[config.mk]
export PLATFORM = sky130hd
export DESIGN_NAME = sync_osc
export DESIGN_NICKNAME = d
export VERILOG_FILES = /design/src/rtl/sync_osc_pkg.sv /design/src/rtl/sync_osc_sync.sv /design/src/rtl/sync_osc_period.sv /design/src/rtl/sync_osc_pulse.sv /design/src/rtl/sync_osc.sv
export SDC_FILE = /design/constraint.sdc
export NUM_CORES = 1
export LEC_CHECK = 0
export BUFFER_PORTS_ARGS = -buffer_cell sky130_fd_sc_hd__buf_2
export CORE_UTILIZATION = 55
export CTS_CLUSTER_DIAMETER = 50
export DETAILED_ROUTE_END_ITERATION = 12
export HOLD_SLACK_MARGIN = 0.08
export PLACE_DENSITY_LB_ADDON = 0.1
export SLEW_MARGIN = 5
export SYNTH_ARGS = -nofsm -noshare
export SYNTH_HDL_FRONTEND = slang
export SYNTH_HIERARCHICAL = 1
export SYNTH_SLANG_ARGS = --single-unit
[constraint.sdc]
create_clock -name clk -period 2.6 [get_ports clk]
set_clock_uncertainty 0.05 [all_clocks]
set_input_delay 0.52 -clock clk [delete_from_list [all_inputs] [get_ports clk]]
set_output_delay 0.52 -clock clk [all_outputs]
set_load 0.03 [all_outputs]
[src/rtl/sync_osc_pkg.sv]
package sync_osc_pkg;

  // Clamp a requested period to the shortest one the blanking window allows.
  function automatic logic [31:0] clamp_period(input logic [31:0] req,
                                               input logic [31:0] floor_v);
    return (req < floor_v) ? floor_v : req;
  endfunction

endpackage

[src/rtl/sync_osc_sync.sv]
module sync_osc_sync #(
  parameter int STAGES = 2
) (
  input  logic clk,
  input  logic rst_n,
  input  logic d_i,
  output logic rise_o
);
  // sh[0..STAGES-1] form the synchronizer; sh[STAGES] holds the previous value
  logic [STAGES:0] sh;

  always_ff @(posedge clk or negedge rst_n) begin
    if (!rst_n) sh[0] <= 1'b0;
    else        sh[0] <= d_i;
  end

  for (genvar i = 1; i <= STAGES; i++) begin : g_stage
    always_ff @(posedge clk or negedge rst_n) begin
      if (!rst_n) sh[i] <= 1'b0;
      else        sh[i] <= sh[i-1];
    end
  end

  assign rise_o = sh[STAGES-1] & ~sh[STAGES];

endmodule

[src/rtl/sync_osc_period.sv]
module sync_osc_period
  import sync_osc_pkg::*;
#(
  parameter int CNT_W   = 16,
  parameter int BLANK   = 5,
  parameter int MIN_PER = 6
) (
  input  logic             clk,
  input  logic             rst_n,
  input  logic [CNT_W-1:0] period_i,
  input  logic             rise_i,
  output logic             expire_o,
  output logic             tick_o
);
  localparam logic [CNT_W-1:0] BLANK_C = CNT_W'(BLANK);

  logic [CNT_W-1:0] cnt_q;
  logic [CNT_W-1:0] eff_per;
  logic             accept;

  assign eff_per  = CNT_W'(clamp_period(32'(period_i), 32'(MIN_PER)));
  assign expire_o = (cnt_q >= eff_per - CNT_W'(1));
  assign accept   = rise_i && (cnt_q >= BLANK_C);

  always_ff @(posedge clk or negedge rst_n) begin
    if (!rst_n) begin
      cnt_q  <= '0;
      tick_o <= 1'b0;
    end else if (expire_o || accept) begin
      cnt_q  <= '0;
      tick_o <= 1'b1;
    end else begin
      cnt_q  <= cnt_q + CNT_W'(1);
      tick_o <= 1'b0;
    end
  end

  AST_TICK_SPACING: assert property (@(posedge clk) disable iff (!rst_n)
    tick_o |=> !tick_o);
  AST_BLANK_IGNORE: assert property (@(posedge clk) disable iff (!rst_n)
    (rise_i && (cnt_q < BLANK_C) && !expire_o) |=> !tick_o);
  AST_EDGE_RESTART: assert property (@(posedge clk) disable iff (!rst_n)
    (rise_i && (cnt_q >= BLANK_C)) |=> (tick_o && cnt_q == '0));

endmodule

[src/rtl/sync_osc_pulse.sv]
module sync_osc_pulse #(
  parameter int PULSE_CLKS = 2
) (
  input  logic clk,
  input  logic rst_n,
  input  logic start_i,
  output logic pulse_o
);
  localparam int PW_W = $clog2(PULSE_CLKS + 1);
  localparam logic [PW_W-1:0] LEN = PW_W'(PULSE_CLKS);

  logic [PW_W-1:0] left_q;

  always_ff @(posedge clk or negedge rst_n) begin
    if (!rst_n)              left_q <= '0;
    else if (start_i)        left_q <= LEN;
    else if (left_q != '0)   left_q <= left_q - PW_W'(1);
  end

  assign pulse_o = (left_q != '0);

endmodule

[src/rtl/sync_osc.sv]
module sync_osc #(
  parameter int CNT_W       = 16,
  parameter int PULSE_CLKS  = 2,
  parameter int SYNC_STAGES = 2
) (
  input  logic             clk,
  input  logic             rst_n,
  input  logic [CNT_W-1:0] period_i,
  input  logic             sync_in,
  output logic             sync_out,
  output logic             sync_oe,
  output logic             tick_o
);
  // own echo reaches the detector at count SYNC_STAGES; window covers pulse too
  localparam int BLANK   = PULSE_CLKS + SYNC_STAGES + 1;
  localparam int MIN_PER = BLANK + 1;

  logic rise;
  logic expire;
  logic pulse;

  sync_osc_sync #(.STAGES(SYNC_STAGES)) u_sync (
    .clk    (clk),
    .rst_n  (rst_n),
    .d_i    (sync_in),
    .rise_o (rise)
  );

  sync_osc_period #(.CNT_W(CNT_W), .BLANK(BLANK), .MIN_PER(MIN_PER)) u_period (
    .clk      (clk),
    .rst_n    (rst_n),
    .period_i (period_i),
    .rise_i   (rise),
    .expire_o (expire),
    .tick_o   (tick_o)
  );

  sync_osc_pulse #(.PULSE_CLKS(PULSE_CLKS)) u_pulse (
    .clk     (clk),
    .rst_n   (rst_n),
    .start_i (expire),
    .pulse_o (pulse)
  );

  assign sync_out = pulse;
  assign sync_oe  = pulse;

  // run length of the drive enable, for the width check
  logic [CNT_W-1:0] hi_run;
  always_ff @(posedge clk or negedge rst_n) begin
    if (!rst_n)        hi_run <= '0;
    else if (!sync_oe) hi_run <= '0;
    else               hi_run <= hi_run + CNT_W'(1);
  end

  AST_PULSE_LEN: assert property (@(posedge clk) disable iff (!rst_n)
    $fell(sync_oe) |-> (hi_run == CNT_W'(PULSE_CLKS)));
  AST_PULSE_WITH_TICK: assert property (@(posedge clk) disable iff (!rst_n)
    $rose(sync_oe) |-> tick_o);
  AST_SYNCED_SILENT: assert property (@(posedge clk) disable iff (!rst_n)
    (tick_o && !sync_oe) |-> $past(rise));

endmodule

==> reports/metrics.cfg <==
[status]
status=finished with violations
violations=setup timing

[floorplanning]
num_rows=19
ioPinCount=22
start_util=0.597
die_h_um=57.4
coreArea_um2=2830
die_area_um2=3290
die_w_um=57.4

[routing]
route.vias.total=1663
vias_per_cell=6.05
ant_nets=0
drtIter0Drc=58
wl_per_cell_um=17.0
post-route-drc-count=0
dr.pass1.iters=4
wl_mm=4.68

[placement]
placed_cell_area_um2=2060
portBuffers=21
gp_congestion=0.961
dp_hpwl_mm=3.21

[hold_path]
hold_class=in2async

[worst_setup_path]
crit_type=in2reg
crit_arrival_ns=4.06
cp_data_required_time_ns=2.81
crit_path_end_kind=flip-flop
cp_max_fo=6
start_kind=primary input

[cts]
cts_inserted_buffers=3
cts-root-buf=clkbuf_4
clk_latency_ns=0.32
hold_buffers=0
htreeDepth=1
clk_pin_slew_ns=0.12
cts_sinks=22
clock_path_buffers=2
tritoncts=done

[final_layout]
fillers=184
design_area_um2=2290
multiInputGateArea_um2=1230
drive_gt1_frac=0.369
regArea_um2=551
nets=285
num_antenna_cells=0
utilization=0.810
syn_to_final_growth_pct=35.8

[pwr]
power_density_nw_per_um2=555
irDropWorstVdd_mv=0.406
leakagePower_nw=1.04

[timing]
slew-limit-headroom=0.665
hold_viol_final=0
min_period_ns=3.85
fmax_mhz=260
setup_slack_ns=-1.25
finalCritPeriodShare=1.48
grt_setup_unrepaired=true
slew_violations=0
setup_viol=19
worst_pin_slew_ns=0.489

[logic_synthesis]
synth_flop_cell=dfrtp_1
syn_avg_cell_area_um2=8.93
syn_nets=229
ys_types=37
synth_edf_count=0
seq_area_frac_synth=0.326
synth-seq-cells=22
synth_area_leader_cell=dfrtp_1
netlist_instances=189
yosys_warnings=6
synthArstFlopShare=1.00
syn_area_um2=1690
yosys-top-cells-area=dfrtp_1 (33%), ha_1 (16%), xnor2_1 (7.8%)
synth_top_area_share=0.326

[global_route]
first_global_vias=1636
grt_overflow=0
antenna_found_initial=0
grt.total_usage=0.288
grt_max_degree=23
grt_pass1_wl_mm=7.24

[flow_run]
drv_cap=0

-- cells in the mapped netlist (all sizes together), types with 2 or more instances --
library cell / count
nand2b: 2
nor2: 29
or3: 4
and3: 4
xor2: 12
nand3: 4
dfrtp: 22
buf: 3
and4: 2
xnor2: 15
ha: 21
or4: 3
a21oi: 7
nor3: 9
nand2: 13
nand4: 4
nor2b: 2
nor4: 4
inv: 9
o21ai: 6
and2: 2
-- cells by family (layout without fill, tap and decap cells) --
kind of cell | Yosys count | after routing | share of synthesized area
simple gates | 86 | 86 | 0.271
xor+xnor | 27 | 27 | 0.140
flops | 22 | 22 | 0.326
fa+ha+maj | 21 | 21 | 0.156
compound gates | 21 | 21 | 0.0771
buf+inv | 12 | 67 | 0.0304
-- routing by layer --
metal | global-route usage | vias up | share of wire
met3 | 0.0522 | 18 | 0.055
met4 | 0.0836 | 0 | 0.031
li1 | - | 772 | -
met1 | 0.354 | 814 | 0.39
met5 | 0 | - | 0
met2 | 0.512 | 59 | 0.52
-- through the flow --
step	hold WS (ns)	cells	setup TNS, ns	worst slack (ns)	power [mW]
after floorplan	0.174	189	-24.39	-1.39	0.798
after global placement	0.282	266	-28.01	-1.53	0.894
after detailed placement	0.290	266	-29.74	-1.64	0.931
after CTS	0.110	275	-22.51	-1.24	1.23
after global routing	0.131	275	-24.25	-1.35	1.34
final	0.0968	275	-22.54	-1.25	1.27
-- cells in the final DEF (no fill, tap or decap), types with 3 or more instances in the layout --
master	n
nor2_2	6
nand3_1	4
and3_1	4
nand4_1	4
nand2_1	11
buf_4	29
or3_4	3
clkbuf_4	3
nor4_1	3
ha_1	20
o21ai_0	5
buf_6	5
buf_2	19
xor2_1	12
nor2_4	7
a21oi_1	7
xnor2_1	14
nor3_1	8
nor2_1	16
dfrtp_1	22
inv_1	9
-- final cells by class --
type	count	area share
clock buffers	3	0.00983
clock inverters	1	0.0131
inverters	9	0.0147
multi-input cells	155	0.538
flip-flops and latches	22	0.240
well taps	31	0.0169
repair buffers	54	0.168
-- state kept, by name, indices dropped and copies added (netlist names) --
register,flops
u_period/tick_o,1
u_sync/sh,3
u_pulse/left_q,2
u_period/cnt_q,16
-- worst paths after layout --
path                       slack, ns  cells after the start               from           endpoint
min reg2reg                     0.32                      0       u_sync/sh[0]       u_sync/sh[1]
max                            -1.25                     16        period_i[6]  u_period/cnt_q[5]
max in group asynchronous       2.07                      1              rst_n  u_period/cnt_q[3]
min                              0.1                      1              rst_n  u_period/cnt_q[8]
max reg2reg                     0.24                      8  u_period/cnt_q[0]  u_period/cnt_q[5]
min in group clk                0.25                      1            sync_in       u_sync/sh[0]
-- worst max-delay path, stage by stage --
cell and delay (ns):
buf_6 0.09, or4_4 0.52, or3_4 0.39, o21ai_4 0.20, ha_4 0.17, nand2b_4 0.09, or4_4 0.46, nor2_4 0.12
xnor2_2 0.12, ha_1 0.25, nand2_1 0.06, o21a_1 0.12, a2bb2oi_2 0.15, or4b_4 0.52, buf_6 0.17, nor2_1 0.09
-- what timing repair did --
action / in CTS / in global routing
pin swaps: 7 / 3
endpoints found under the setup margin: 19 / 19
setup buffers: 3 / 0
gates cloned: 2 / 0
resized for setup: 19 / 18
-- power breakdown --
group	leakage [nW]	switching, mW	internal, mW
sequential	0.288	0.0800	0.401
combinational	0.725	0.291	0.236
clock	0.0279	0.108	0.156
total	1.04	0.478	0.794
(Power assumes the default switching activity.)
